`src/rtl/fifo_thr_pkg.sv`:
```
package fifo_thr_pkg;

   typedef enum logic [1:0] {
      THR_ONE  = 2'd0,
      THR_TWO  = 2'd1,
      THR_FOUR = 2'd2,
      THR_RSVD = 2'd3
   } thr_code_e;

   typedef struct packed {
      logic [1:0] rx_code;
      logic [1:0] tx_code;
   } ready_mode_t;

   // entries that a threshold code asks for; reserved code acts as one
   function automatic int unsigned thr_entries(input logic [1:0] code);
      case (thr_code_e'(code))
         THR_TWO:  return 2;
         THR_FOUR: return 4;
         default:  return 1;
      endcase
   endfunction

endpackage

```
`src/rtl/fifo_store.sv`:
```
module fifo_store #(
   parameter int DEPTH  = 16,
   parameter int DATA_W = 8,
   localparam int AW = $clog2(DEPTH),
   localparam int CW = $clog2(DEPTH + 1)
) (
   input  logic              clk,
   input  logic              rst_n,
   input  logic              clear,
   input  logic              single,
   input  logic              push,
   input  logic [DATA_W-1:0] wdata,
   input  logic              pop,
   output logic [DATA_W-1:0] head,
   output logic [CW-1:0]     count,
   output logic              full,
   output logic              empty
);

   generate
      if (DEPTH < 4 || (1 << AW) != DEPTH) begin : g_bad_depth
         $error("fifo_store: DEPTH must be a power of two of at least 4");
      end
      if (DATA_W < 1) begin : g_bad_width
         $error("fifo_store: DATA_W must be positive");
      end
   endgenerate

   logic [DATA_W-1:0] mem [DEPTH];
   logic [AW-1:0]     wr_ptr, rd_ptr;
   logic              push_ok, pop_ok;

   assign empty   = (count == '0);
   assign full    = single ? (count != '0) : (count == CW'(DEPTH));
   assign push_ok = push & ~full & ~clear;
   assign pop_ok  = pop & ~empty & ~clear;
   assign head    = mem[rd_ptr];

   always_ff @(posedge clk) begin
      if (push_ok) mem[wr_ptr] <= wdata;
   end

   always_ff @(posedge clk or negedge rst_n) begin
      if (!rst_n) begin
         wr_ptr <= '0;
         rd_ptr <= '0;
         count  <= '0;
      end else if (clear) begin
         wr_ptr <= '0;
         rd_ptr <= '0;
         count  <= '0;
      end else begin
         if (push_ok) wr_ptr <= wr_ptr + 1'b1;
         if (pop_ok)  rd_ptr <= rd_ptr + 1'b1;
         case ({push_ok, pop_ok})
            2'b10:   count <= count + 1'b1;
            2'b01:   count <= count - 1'b1;
            default: count <= count;
         endcase
      end
   end


   count_bound_chk: assert property (@(posedge clk) disable iff (!rst_n)
      count <= CW'(DEPTH));

   single_cap_chk: assert property (@(posedge clk) disable iff (!rst_n)
      single |-> count <= CW'(1));

   full_hold_chk: assert property (@(posedge clk) disable iff (!rst_n)
      (full && push && !pop && !clear) |=> count == $past(count));

endmodule

```
`src/rtl/thr_ready.sv`:
```
module thr_ready
   import fifo_thr_pkg::*;
#(
   parameter int DEPTH = 16,
   parameter bit IS_TX = 1'b1,
   localparam int CW = $clog2(DEPTH + 1)
) (
   input  logic          fifo_on,
   input  logic [1:0]    code,
   input  logic [CW-1:0] count,
   input  logic          block,
   output logic          ready
);

   logic [CW:0] need;
   logic [CW:0] cap;
   logic [CW:0] held;

   assign need = fifo_on ? (CW+1)'(thr_entries(code)) : (CW+1)'(1);
   assign cap  = fifo_on ? (CW+1)'(DEPTH) : (CW+1)'(1);
   assign held = {1'b0, count};

   generate
      if (IS_TX) begin : g_room
         logic [CW:0] free;
         assign free  = (held >= cap) ? '0 : (cap - held);
         assign ready = ~block & (free >= need);
      end else begin : g_data
         logic unused_block;
         assign unused_block = block;
         assign ready = (held >= need);
      end
   endgenerate

endmodule

```
`src/rtl/byte_fifo_pair.sv`:
```
module byte_fifo_pair
   import fifo_thr_pkg::*;
#(
   parameter int DEPTH  = 16,
   parameter int DATA_W = 8,
   localparam int CW = $clog2(DEPTH + 1)
) (
   input  logic              clk,
   input  logic              rst_n,
   input  logic              cmd_soft_reset,
   input  logic              cmd_fifo_on,
   input  logic              cmd_fifo_off,
   input  logic              cmd_tx_flush,
   input  logic              cmd_rx_flush,
   input  logic              cmd_unlock,
   input  logic              mode_we,
   input  logic [5:0]        mode_wdata,
   output logic [5:0]        mode_rdata,
   input  logic              host_tx_wr,
   input  logic [DATA_W-1:0] host_tx_byte,
   input  logic              host_rx_rd,
   output logic [DATA_W-1:0] host_rx_byte,
   input  logic              eng_tx_take,
   output logic              eng_tx_valid,
   output logic [DATA_W-1:0] eng_tx_byte,
   input  logic              eng_rx_put,
   input  logic [DATA_W-1:0] eng_rx_byte,
   input  logic              eng_nack,
   output logic              tx_ready,
   output logic              rx_ready,
   output logic [CW-1:0]     tx_level,
   output logic [CW-1:0]     rx_level,
   output logic              fifo_enabled,
   output logic              tx_locked
);

   ready_mode_t       mode_q;
   logic              on_q, on_d, on_change;
   logic              lock_q;
   logic              tx_clear, rx_clear;
   logic              tx_empty, rx_empty;
   logic              tx_full_unused, rx_full_unused;
   logic              tx_pop, rx_pop_ok;
   logic [DATA_W-1:0] rx_head;
   logic [DATA_W-1:0] rx_last_q;

   // queue enable state: off wins over on, soft reset wins over both
   always_comb begin
      on_d = on_q;
      if (cmd_fifo_on)    on_d = 1'b1;
      if (cmd_fifo_off)   on_d = 1'b0;
      if (cmd_soft_reset) on_d = 1'b0;
   end
   assign on_change = (on_d != on_q);

   always_ff @(posedge clk or negedge rst_n) begin
      if (!rst_n) on_q <= 1'b0;
      else        on_q <= on_d;
   end

   always_ff @(posedge clk or negedge rst_n) begin
      if (!rst_n)              mode_q <= '0;
      else if (cmd_soft_reset) mode_q <= '0;
      else if (mode_we)        mode_q <= '{rx_code: mode_wdata[5:4],
                                          tx_code: mode_wdata[1:0]};
   end
   assign mode_rdata = {mode_q.rx_code, 2'b00, mode_q.tx_code};

   // transmit lock: a new acknowledge failure beats a same-cycle unlock
   always_ff @(posedge clk or negedge rst_n) begin
      if (!rst_n)              lock_q <= 1'b0;
      else if (cmd_soft_reset) lock_q <= 1'b0;
      else if (eng_nack)       lock_q <= 1'b1;
      else if (cmd_unlock)     lock_q <= 1'b0;
   end

   assign tx_clear = cmd_soft_reset | cmd_tx_flush | on_change;
   assign rx_clear = cmd_soft_reset | cmd_rx_flush | on_change;

   assign eng_tx_valid = ~tx_empty & ~lock_q;
   assign tx_pop       = eng_tx_take & eng_tx_valid;

   fifo_store #(.DEPTH(DEPTH), .DATA_W(DATA_W)) u_tx_store (
      .clk   (clk),
      .rst_n (rst_n),
      .clear (tx_clear),
      .single(~on_q),
      .push  (host_tx_wr),
      .wdata (host_tx_byte),
      .pop   (tx_pop),
      .head  (eng_tx_byte),
      .count (tx_level),
      .full  (tx_full_unused),
      .empty (tx_empty)
   );

   fifo_store #(.DEPTH(DEPTH), .DATA_W(DATA_W)) u_rx_store (
      .clk   (clk),
      .rst_n (rst_n),
      .clear (rx_clear),
      .single(~on_q),
      .push  (eng_rx_put),
      .wdata (eng_rx_byte),
      .pop   (host_rx_rd),
      .head  (rx_head),
      .count (rx_level),
      .full  (rx_full_unused),
      .empty (rx_empty)
   );

   assign rx_pop_ok = host_rx_rd & ~rx_empty & ~rx_clear;

   always_ff @(posedge clk or negedge rst_n) begin
      if (!rst_n)         rx_last_q <= '0;
      else if (rx_pop_ok) rx_last_q <= rx_head;
   end
   assign host_rx_byte = rx_last_q;

   thr_ready #(.DEPTH(DEPTH), .IS_TX(1'b1)) u_tx_ready (
      .fifo_on(on_q),
      .code   (mode_q.tx_code),
      .count  (tx_level),
      .block  (lock_q),
      .ready  (tx_ready)
   );

   thr_ready #(.DEPTH(DEPTH), .IS_TX(1'b0)) u_rx_ready (
      .fifo_on(on_q),
      .code   (mode_q.rx_code),
      .count  (rx_level),
      .block  (1'b0),
      .ready  (rx_ready)
   );

   assign fifo_enabled = on_q;
   assign tx_locked    = lock_q;


   locked_no_ready_chk: assert property (@(posedge clk) disable iff (!rst_n)
      tx_locked |-> !tx_ready);

   locked_hold_chk: assert property (@(posedge clk) disable iff (!rst_n)
      (tx_locked && !host_tx_wr && !cmd_tx_flush && !cmd_soft_reset &&
       !cmd_fifo_on && !cmd_fifo_off) |=> tx_level == $past(tx_level));

   rx_empty_pop_chk: assert property (@(posedge clk) disable iff (!rst_n)
      (host_rx_rd && rx_level == '0) |=> $stable(host_rx_byte));

   tx_flush_chk: assert property (@(posedge clk) disable iff (!rst_n)
      cmd_tx_flush |=> tx_level == '0);

   soft_reset_chk: assert property (@(posedge clk) disable iff (!rst_n)
      cmd_soft_reset |=> (!fifo_enabled && !tx_locked && mode_rdata == '0 &&
                          rx_level == '0));

   rx_four_chk: assert property (@(posedge clk) disable iff (!rst_n)
      (fifo_enabled && mode_rdata[5:4] == 2'd2 && rx_level >= CW'(4)) |-> rx_ready);

endmodule

```
`config.mk`:
```
export PLATFORM = sky130hd
export DESIGN_NAME = byte_fifo_pair
export DESIGN_NICKNAME = d
export VERILOG_FILES = /design/src/rtl/fifo_thr_pkg.sv /design/src/rtl/fifo_store.sv /design/src/rtl/thr_ready.sv /design/src/rtl/byte_fifo_pair.sv
export SDC_FILE = /design/constraint.sdc
export NUM_CORES = 1
export LEC_CHECK = 0
export ABC_AREA = 1
export BUFFER_PORTS_ARGS = -buffer_cell sky130_fd_sc_hd__clkbuf_2
export CORE_ASPECT_RATIO = 0.6
export CORE_MARGIN = 2
export CORE_UTILIZATION = 55
export CTS_BUF_LIST = sky130_fd_sc_hd__clkbuf_8
export DETAILED_ROUTE_END_ITERATION = 7
export GPL_TIMING_DRIVEN = 1
export PLACE_DENSITY_LB_ADDON = 0.2
export RECOVER_POWER = 50
export SETUP_SLACK_MARGIN = 0.4
export SYNTH_ARGS = -nofsm -noshare
export SYNTH_HDL_FRONTEND = slang
export SYNTH_SLANG_ARGS = --single-unit
export TNS_END_PERCENT = 20
```
`constraint.sdc`:
```
create_clock -name clk -period 2.7 [get_ports clk]
set_input_delay 0.135 -clock clk [delete_from_list [all_inputs] [get_ports clk]]
set_output_delay 0.135 -clock clk [all_outputs]
set_load 0.005 [all_outputs]
```
==> results of run 1 <==
registers in the layout (all words and copies together), names as in the netlist:
| name | flops |
|---|---|
| mode_rdata | 4 |
| u_tx_store.rd_ptr | 4 |
| fifo_enabled | 1 |
| u_rx_store.mem | 128 |
| u_rx_store.rd_ptr | 4 |
| u_tx_store.mem | 128 |
| u_tx_store.wr_ptr | 4 |
| u_rx_store.count | 5 |
| host_rx_byte | 8 |
| u_tx_store.count | 5 |
| u_rx_store.wr_ptr | 4 |
| tx_locked | 1 |
final cells by class:
class,count,area [µm²]
clock buffer,49,674
clock inverter,29,135
fill,1619,7080
inverter,61,264
multi-input combinational,713,4290
sequential,296,8700
tap,315,394
timing repair buffer,177,1540
kinds of logic after synthesis:
logic type,Yosys count
xor gates and xnor gates,7
AOI/OAI and AO/OA,244
other,1
and+or+nand+nor,429
DFF,296
adders and majority gates,31
buffers and inverters,113
repair_timing:
item	in CTS	in global routing
gates cloned	4	0
hold buffers	29	0
setup buffers	10	15
pin swaps	51	54
resized for setup	115	122
hold endpoints to repair	117	0
endpoints found under the setup margin	12	202
final timing paths:
path / from / endpoint / depth (start not counted)
worst max-delay path: fifo_enabled$_DFF_PN0_ / tx_ready / 14
min in group asynchronous: rst_n / u_rx_store.wr_ptr[0]$_DFFE_PN0P_ / 3
worst max register to register: fifo_enabled$_DFF_PN0_ / u_tx_store.mem[8][0]$_DFFE_PP_ / 15
worst min-delay path: eng_rx_put / u_rx_store.wr_ptr[0]$_DFFE_PN0P_ / 4
worst min register to register: host_rx_byte[3]$_DFFE_PN0P_ / host_rx_byte[3]$_DFFE_PN0P_ / 2
max in group asynchronous: rst_n / u_tx_store.rd_ptr[0]$_DFFE_PN0P_ / 4
stage by stage:
stage               TNS [ns]   util  setup slack, ns  hold slack [ns]
finish               -0.0280  0.693          -0.0280         -0.00751
global route           -1.89  0.693           -0.131          0.00534
CTS                  -0.0580  0.672          -0.0580          0.00226
detailed placement         0  0.598            0.221           0.0643
global placement           0  0.598            0.243           0.0586
floorplan                  0      -            0.477           -0.161
synth_stat cells, types with 12 or more instances:
cell type | count | area (µm²)
edfxtp_1 | 256 | 7690
nor2_1 | 185 | 694
o21ai_0 | 151 | 756
nand2_1 | 132 | 495
ha_1 | 29 | 363
inv_1 | 52 | 195
dfrtp_1 | 40 | 1000
buf_2 | 12 | 60.1
o22ai_1 | 18 | 113
a21oi_1 | 27 | 135
clkbuf_1 | 27 | 101
nor3_1 | 29 | 145
nand3_1 | 48 | 240
o211ai_1 | 35 | 263
tightest hold or removal path: stages:
cell and delay (ns):
clkbuf_2 0.16, nand2_8 0.08, nand2_4 0.07, o21ai_0 0.06
per-layer routing:
layer,track usage,part of all wire,vias up
met5,0,0,-
met4,0.0524,0.0082,0
met3,0.0712,0.096,37
met2,0.370,0.43,412
met1,0.421,0.47,4612
li1,-,-,4323
power by group through the flow:
stage / clock [mW] / combinational [mW] / sequential, mW
after floorplan: 0 / 0.276 / 5.17
after global placement: 0 / 0.515 / 5.17
after detailed placement: 0 / 0.527 / 5.17
after CTS: 3.47 / 0.628 / 5.07
after global routing: 3.70 / 0.752 / 5.08
final: 3.44 / 0.690 / 5.08
==> metrics.md, run 1 <==
| Metric | Value |
|---|---|
| Routed len/inst | `between 20 and 25 µm` |
| Most common flop cell mapped by yosys | `edfxtp_1` |
| Drt first pass iters | `5` |
| Placed cells | `around 1,500` |
| Simple-Gate Fraction of Synth Area | `0.145` |
| LEAKAGE | `5.99 nW` |
| Nets | `1,359` |
| Worst-path fanout max | `3` |
| Worst setup path class | `reg -> out` |
| DR vias | `between 9,000 and 10,000` |
| Htree depth | `2` |
| Tcrit/Tclk final | `1.01` |
| GRT Total Usage | `0.267` |
| GP Congestion | `between 0.8 and 0.9` |
| Worst-path cell chain | `ha_4 -> inv_4 -> ha_4 -> nand2_4 -> o21ai_2 -> nand2_2 -> buf_6 -> inv_2 -> o21ai_2 -> a21oi_2 -> ha_1 -> a21oi_2 -> a21oi_2 -> clkbuf_2` |
| Synth async-reset ratio | `0.135` |
| Mux contribution to synthesized area | `0` |
| GR Overflow Total | `0` |
| CP top delay family | `adder cells` |
| CP arrival | `approximately 2.6 ns` |
| Dpl hpwl | `19,800 µm` |
| Share of power burned in registers | `0.551` |
| Int Pwr | `about 7.0 mW` |
| Clk root buf | `clkbuf_8` |
| Syn Inst Count | `1,121` |
| Mean Syn Cell Area | `roughly 12 µm²` |
| Synth Warn # | `0` |
| Slowest CP cell | `dfrtp_2` |
| TritonCTS Buffers | `43` |
| DRC | `0` |
| Most common cell after layout, fill and taps aside | `edfxtp_1` |
| HP Class | `in -> reg` |
| Clock tree sinks | `between 200 and 300` |
| Total design power | `9.21 mW` |
| Die height | `between 100 and 150 µm` |
| Clk slew on worst S/H paths | `around 0.070 ns` |
| Die Wd | `between 200 and 250 µm` |
| Fin worst setup slack | `-0.0280 ns` |
| Sw Share | `0.243` |
| Failing checks | `negative hold slack, negative setup slack` |
| Port buffer count | `a little under 70` |
| Die ar. | `around 25,000 µm²` |
| Final Slew Violations | `0` |
| Maxcap violations | `0` |
| Power Density | `roughly 580 nW/µm²` |
| Largest family of logic cells by synthesized area | `simple AND/OR/NAND/NOR gates` |
| Fin. Hold Viols | `2` |
| Finished Layout Cells | `between 1,500 and 2,000` |
| Floorplan row count | `43` |
| Insertion delay to the later sink of the worst-skew pair | `~0.57 ns` |
| Status | `complete, but fails checks` |
| Vias per inst | `5.72` |
| Crit end category | `primary output` |
| Post-synthesis adder-cell area fraction | `0.0312` |
| Clk buf depth | `3` |
| Initial antenna violation count | `0` |
| Worst vdd ir | `~0.37 mV` |
| Slew margin rel. | `0.413` |
| Vias in the first global route | `8,636` |
| Iteration-0 DRC count of the detailed router | `around 1,100` |
| Most frequent cells in the layout | `edfxtp_1, nor2_1, nand2_1` |
| Final Setup Violations | `1` |
| Final worst path period need | `2.73 ns` |
| Global-route wire length before repair | `~50,000 µm` |
| Least-Margin Pin Slew | `0.881 ns` |
| DP Area | `~14,000 µm²` |
| Largest net degree at the start of global routing | `between 60 and 70` |
| Yosys cell types | `43` |
| CP Buf/Inv Count | `4` |
| Share of layout cells above drive strength 1 | `0.238` |
| Clock power frac | `0.374` |
| ANT nets after route | `0` |
| FMAX | `approximately 370 MHz` |
| Post-synthesis sequential area ratio | `0.672` |
| Critical Path RT | `2.57 ns` |
| CTS tree | `yes` |
| Layout Skew | `0.0230 ns` |
| Final hold slack | `-0.00751 ns` |
| CP dominant cell by count | `a21oi_2` |
| #FFs+latches synth | `~300` |
| Critical Path Start Type | `flop` |
| Design area | `between 15,000 and 20,000 µm²` |
| RSZ-0062 raised after global routing | `true` |
| Core area | `23,100 µm²` |
| Total I/O pin count | `73` |
| Layout Area Growth over Synthesis | `23.8%` |
| XOR/XNOR Fraction of Synth Area | `0.00474` |
| Ant. Diodes | `0` |
| Final wirelength | `between 30,000 and 40,000 µm` |
| R2R setup slack | `0.02 ns` |
| P_sw | `about 2.2 mW` |
| Cell area after synthesis | `between 10,000 and 15,000 µm²` |
| Comb power frac | `0.075` |
| Post-synth EDFFs | `approximately 260` |
| Slowest stage delay, CP | `approximately 0.45 ns` |
| Initial core utilization | `0.560` |
| Compound-cell area share of the yosys netlist | `0.106` |
(Power assumes the default switching activity.)
==> inputs of run 2 (changes only) <==
--- a/config.mk
+++ b/config.mk
@@ -18,5 +18,6 @@
 export SETUP_SLACK_MARGIN = 0.4
 export SYNTH_ARGS = -nofsm -noshare
 export SYNTH_HDL_FRONTEND = slang
+export SYNTH_HIERARCHICAL = 1
 export SYNTH_SLANG_ARGS = --single-unit
 export TNS_END_PERCENT = 20
==> run 2 against run 1 <==
  * The run ends with max-capacitance violations, max-slew violations, negative setup slack left
  * Setup slack improved by 0.011 ns
  * Maximum frequency rose by 0.41%
  * Final cell count barely moved
  * Core utilization fell by 1.3 points
  * Register-to-register slack improved by 0.11 ns
  * Largest power group unchanged
  * Highest routed layer unchanged
==> metrics.md, run 2 <==
| Metric | Value |
|---|---|
| HP Class | `in -> reg` |
| Power Density | `a little over 600 nW/µm²` |
| TritonCTS Buffers | `42` |
| Share of layout cells above drive strength 1 | `0.224` |
| DR vias | `~9,400` |
| Clk root buf | `clkbuf_8` |
| Global-route wire length before repair | `between 40,000 and 50,000 µm` |
| Iteration-0 DRC count of the detailed router | `roughly 1,100` |
| Routed len/inst | `approximately 21 µm` |
| Ant. Diodes | `0` |
| Synth Warn # | `6` |
| Die ar. | `24,600 µm²` |
| Slowest CP cell | `dfrtp_2` |
| Total I/O pin count | `between 70 and 80` |
| CTS tree | `yes` |
| Fin. Hold Viols | `0` |
| Core area | `roughly 23,000 µm²` |
| CP Buf/Inv Count | `3` |
| Syn Inst Count | `roughly 1,100` |
| Worst setup path class | `reg -> out` |
| Slowest stage delay, CP | `between 0.4 and 0.5 ns` |
| Tcrit/Tclk final | `1.01` |
| Vias in the first global route | `roughly 8,400` |
| LEAKAGE | `between 6 and 7 nW` |
| Die Wd | `201 µm` |
| Worst Reg-to-Reg Cells | `18` |
| DRC | `0` |
| Largest net degree at the start of global routing | `47` |
| Crit end category | `primary output` |
| Layout Skew | `about 0.026 ns` |
| Worst-path fanout max | `4` |
| GP Congestion | `about 0.84` |
| Final worst path period need | `~2.7 ns` |
| Fin worst setup slack | `-0.0168 ns` |
| GR Overflow Total | `0` |
| Insertion delay to the later sink of the worst-skew pair | `approximately 0.55 ns` |
| GRT Total Usage | `0.266` |
| Failing checks | `max-capacitance violations, max-slew violations, negative setup slack` |
| Worst-path cell chain | `ha_2 -> inv_2 -> ha_4 -> nand3_2 -> nand2_2 -> o21ai_2 -> or2_1 -> ha_1 -> inv_1 -> nand2_1 -> nand2_1 -> nand2_1 -> a21oi_2 -> a21oi_2 -> clkbuf_2` |
| Critical Path RT | `2.57 ns` |
| Clk buf depth | `3` |
| CP top delay family | `adder cells` |
| Final Slew Violations | `32` |
| RSZ-0062 raised after global routing | `true` |
| Crit path depth | `15` |
| Die height | `around 120 µm` |
| Status | `complete, but fails checks` |
| Maxcap violations | `1` |
| Initial antenna violation count | `0` |
| Placed cells | `1,505` |
| Post-place setup slack | `0.295 ns` |
| Nets | `roughly 1,400` |
| Least-Margin Pin Slew | `about 1.9 ns` |
| DP Area | `between 10,000 and 15,000 µm²` |
| CP dominant cell by count | `nand2_1` |
| Most common cell after layout, fill and taps aside | `edfxtp_1` |
| Final Setup Violations | `1` |
| Hold path cells | `4` |
| Vias per inst | `5.72` |
| Port buffer count | `between 60 and 70` |
| Mean Syn Cell Area | `11.5 µm²` |
| Finished Layout Cells | `1,641` |
| CP arrival | `between 2 and 3 ns` |
| Htree depth | `2` |
| Drt first pass iters | `5` |
| Util after Layout | `0.680` |
| Dpl hpwl | `21,100 µm` |
| Setup TNS | `-0.0168 ns` |
| Slew margin rel. | `-0.275` |
| Initial core utilization | `0.558` |
| # fillers | `1,669` |
| Critical Path Start Type | `flop` |
| Cell area after synthesis | `12,800 µm²` |
| Layout Area Growth over Synthesis | `21.9%` |
| Most frequent cells in the layout | `edfxtp_1, nand2_1, nor2_1` |
| Design area | `around 16,000 µm²` |
| FMAX | `around 370 MHz` |
| Clk slew on worst S/H paths | `around 0.06 ns` |
| Clock tree sinks | `~300` |
| Final wirelength | `about 34,000 µm` |
| Worst vdd ir | `approximately 0.33 mV` |
| ANT nets after route | `0` |
| Floorplan row count | `43` |
-- run 2: changes by cell type in the layout (fill, tap and decap cells not counted), sizes merged, moves of 16 or more --
cell    before  now
a21oi       27   46
a221oi       0   18
inv         76   97
nand2      144  222
nand3       52   68
nor2       193  126
nor3        29    4
o211ai      35    2
o21ai      157  116
-- run 2: routing by layer --
| metal | vias to the layer above | GRT usage | part of all wire |
|---|---|---|---|
| met4 | 0 | 0.0588 | 0.014 |
| met2 | 446 | 0.342 | 0.39 |
| met3 | 45 | 0.0868 | 0.12 |
| met5 | - | 0 | 0 |
| li1 | 4324 | - | - |
| met1 | 4577 | 0.431 | 0.48 |
-- run 2: worst paths after layout --
kind                                                      start                          endpoint  slack, ns
worst max register to register  u_tx_store/count[1]$_DFFE_PN0P_   u_tx_store/count[4]$_DFFE_PN0P_       0.13
worst max-delay path                     fifo_enabled$_DFF_PN0_                          tx_ready      -0.02
worst min-delay path                                 host_tx_wr  u_tx_store/wr_ptr[3]$_DFFE_PN0P_       0.07
max in group asynchronous                                 rst_n  u_tx_store/rd_ptr[2]$_DFFE_PN0P_       0.69
min in group asynchronous                                 rst_n       host_rx_byte[1]$_DFFE_PN0P_       0.65
worst min register to register      host_rx_byte[0]$_DFFE_PN0P_       host_rx_byte[0]$_DFFE_PN0P_       0.48
-- run 2: worst register-to-register path, stage by stage (launching register included) --
cell,delay [ns]
dfrtp_1,0.50
nor2_2,0.10
nand3_2,0.11
inv_1,0.06
nor3b_1,0.37
nand2_2,0.23
nor2_8,0.17
nand2_4,0.08
nand2_1,0.06
nand2_1,0.05
inv_2,0.07
ha_1,0.14
inv_1,0.04
nand2_1,0.10
nand3_1,0.12
nand2_1,0.08
nand2_1,0.05
nand3_1,0.07
nand2_1,0.05
-- run 2: stage by stage --
stage | power, mW | hold slack, ns
detailed placement | 6.09 | 0.294
floorplan | 5.70 | -0.161
CTS | 9.47 | 0.0113
global route | 9.90 | 0.0954
finish | 9.55 | 0.0747
global placement | 6.08 | 0.285
-- run 2: final cells by class --
cell class / instances / area (µm²) / area share
inverters: 81 / 320 / 0.0205
clock inverters: 33 / 188 / 0.0120
clock buffers: 43 / 592 / 0.0379
repair inverters: 2 / 17.5 / 0.00112
multi-input cells: 693 / 3960 / 0.254
well taps: 315 / 394 / 0.0252
flip-flops and latches: 296 / 8700 / 0.557
repair buffers: 178 / 1450 / 0.0928
-- run 2: what timing repair did --
item | 4_1_cts | 5_1_grt
hold endpoints to repair | 37 | 0
hold buffers | 18 | 0
gates resized for setup | 40 | 99
pin swaps | 5 | 43
setup endpoints to repair | 25 | 133
buffers inserted | 8 | 26
gates cloned | 3 | 5
-- run 2: power by group --
group	switching, mW	internal (mW)	total [mW]	leakage, nW
Sequential	0.0818	5.06	5.14	2.83
Clock	1.65	1.68	3.33	0.463
Combinational	0.661	0.418	1.08	2.82
==> inputs of run 3 (changes only) <==
--- a/config.mk
+++ b/config.mk
@@ -16,6 +16,7 @@
 export PLACE_DENSITY_LB_ADDON = 0.2
 export RECOVER_POWER = 50
 export SETUP_SLACK_MARGIN = 0.4
+export SKIP_CTS_REPAIR_TIMING = 1
 export SYNTH_ARGS = -nofsm -noshare
 export SYNTH_HDL_FRONTEND = slang
 export SYNTH_HIERARCHICAL = 1
==> run 3 against run 2 <==
  * The flow still finishes with violations (max-capacitance violations, max-slew violations, negative setup slack)
  * Worst hold slack worse by 0.060 ns
  * Maximum frequency down 1.1%
  * Critical path depth unchanged
  * Global-route usage down 0.69 points
  * Die area unchanged
  * Sequential cell count unchanged
  * Register-to-register slack worse by 0.02 ns
  * Core utilization down 0.72 points
  * Via count down 0.20%
  * Sequential share of layout area up 0.60 points
  * Clock skew down 0.0048 ns
  * Critical path type unchanged
  * Largest cell class unchanged
==> metrics.md, run 3 (same netlist as run 2, synthesis figures left out) <==
| Metric | Value |
|---|---|
| TritonCTS Buffers | `42` |
| CP arrival | `roughly 2.6 ns` |
| Drt first pass iters | `5` |
| Clk root buf | `clkbuf_8` |
| GR Overflow Total | `0` |
| Final wirelength | `33,900 µm` |
| Die height | `roughly 120 µm` |
| Fin. Hold Viols | `0` |
| Clk buf depth | `3` |
| Least-Margin Pin Slew | `1.89 ns` |
| Post-place setup slack | `slightly below 0.3 ns` |
| Die Wd | `approximately 200 µm` |
| Die ar. | `approximately 25,000 µm²` |
| CTS tree | `yes` |
| Slowest CP cell | `dfrtp_2` |
| DR vias | `roughly 9,400` |
| Slew margin rel. | `-0.259` |
| GRT Total Usage | `0.259` |
| HP Class | `in -> reg` |
| Largest net degree at the start of global routing | `between 40 and 50` |
| Floorplan row count | `43` |
| Worst vdd ir | `0.325 mV` |
| Tcrit/Tclk final | `1.02` |
| Vias per inst | `~5.7` |
| Routed len/inst | `approximately 21 µm` |
| Failing checks | `max-capacitance violations, max-slew violations, negative setup slack` |
| Share of layout cells above drive strength 1 | `0.219` |
| Worst-path cell chain | `ha_4 -> inv_2 -> ha_4 -> nand3_4 -> nand2_2 -> o21ai_2 -> or2_1 -> ha_1 -> inv_1 -> nand2_1 -> nand2_1 -> nand2_2 -> a21oi_2 -> a21oi_2 -> clkbuf_2` |
| Critical Path RT | `2.57 ns` |
| Clk slew on worst S/H paths | `about 0.060 ns` |
| Total I/O pin count | `between 70 and 80` |
| Most frequent cells in the layout | `edfxtp_1, nand2_1, nor2_1` |
| Global-route met2 utilization | `0.327` |
| GP Congestion | `around 0.84` |
| Final worst path period need | `around 2.7 ns` |
| Iteration-0 DRC count of the detailed router | `1,131` |
| Port buffer count | `68` |
| GRT busiest layer | `met1` |
| DRC | `0` |
| FMAX | `about 360 MHz` |
| Met1 Resource Use GR | `0.424` |
| Final Setup Violations | `1` |
| Initial core utilization | `0.558` |
| Dpl hpwl | `about 21,000 µm` |
| Core area | `between 20,000 and 25,000 µm²` |
| Most common cell after layout, fill and taps aside | `edfxtp_1` |
| RSZ-0062 raised after global routing | `true` |
| Clock tree sinks | `296` |
| Layout Area Growth over Synthesis | `20.6%` |
| Critical Path Start Type | `flop` |
| Insertion delay to the later sink of the worst-skew pair | `approximately 0.55 ns` |
| Status | `complete, but fails checks` |
| Total design power | `9.52 mW` |
| ANT nets after route | `0` |
| Worst setup path class | `reg -> out` |
| Worst-path fanout max | `6` |
| Power Density | `616 nW/µm²` |
| Ant. Diodes | `0` |
| Global-route wire length before repair | `47,500 µm` |
| Initial antenna violation count | `0` |
| Maxcap violations | `1` |
| Layout Skew | `between 0.02 and 0.025 ns` |
| Final Slew Violations | `32` |
| Htree depth | `2` |
| CP Buf/Inv Count | `3` |
| Nets | `about 1,400` |
| CP top delay family | `adder cells` |
| Slowest stage delay, CP | `about 0.48 ns` |
| Met3 Track Usage GR | `0.0847` |
| Vias in the first global route | `around 8,200` |
| LEAKAGE | `between 6 and 7 nW` |
| Fin worst setup slack | `-0.0459 ns` |
| Crit end category | `primary output` |
==> run 3: power breakdown <==
part           internal [mW]  switching, mW  total [mW]
registers               5.06         0.0859        5.15
clock network           1.68           1.66        3.34
logic                  0.386          0.647        1.03
total                   7.12           2.39        9.52
==> run 3: final timing paths <==
kind                       cells after the start                                to  slack, ns                             from
setup / recovery                              15                          tx_ready      -0.05           fifo_enabled$_DFF_PN0_
hold / removal                                 3         mode_rdata[4]$_DFFE_PN0P_       0.01                          mode_we
setup reg to reg                              18   u_tx_store/count[4]$_DFFE_PN0P_       0.11  u_tx_store/count[1]$_DFFE_PN0P_
hold reg to reg                                2       host_rx_byte[0]$_DFFE_PN0P_       0.48      host_rx_byte[0]$_DFFE_PN0P_
max in group asynchronous                      2  u_tx_store/rd_ptr[2]$_DFFE_PN0P_       0.73                            rst_n
min in group asynchronous                      2       host_rx_byte[3]$_DFFE_PN0P_       0.63                            rst_n
==> run 3: layout make-up <==
class                      count  area, µm²
inverter                      81        324
multi-input combinational    693       3910
fill                        1691       7520
timing repair buffer         172       1330
timing repair inverter         2       17.5
clock inverter                33        188
sequential                   296       8700
clock buffer                  43        592
tap                          315        394
==> run 3: metrics by stage <==
| stage | utilization | std cells | hold slack (ns) | cell area (µm²) | setup TNS [ns] |
|---|---|---|---|---|---|
| 2_1_floorplan | - | 1116 | -0.161 | 12800 | 0 |
| 3_3_place_gp | 0.599 | 1505 | 0.285 | 13800 | 0 |
| 3_5_place_dp | 0.599 | 1505 | 0.294 | 13800 | 0 |
| 4_1_cts | 0.633 | 1581 | -0.298 | 14500 | -0.954 |
| 5_1_grt | 0.673 | 1635 | 0.0317 | 15500 | -0.349 |
| 6_report | 0.673 | 1635 | 0.0148 | 15500 | -0.0459 |
==> run 3: worst reg2reg max path, delay by kind of cell (launching register included) <==
family	cells	cell delay (ns)
buf+inv	3	0.16
fa+ha+maj	1	0.14
simple gates	14	1.67
flops	1	0.51
==> run 3: metal layers <==
layer	vias up	share of wire	routed length, µm
met5	-	0	0
met1	4525	0.47	15900
met3	32	0.13	4370
met4	0	0.012	398
met2	498	0.39	13200
li1	4318	-	-
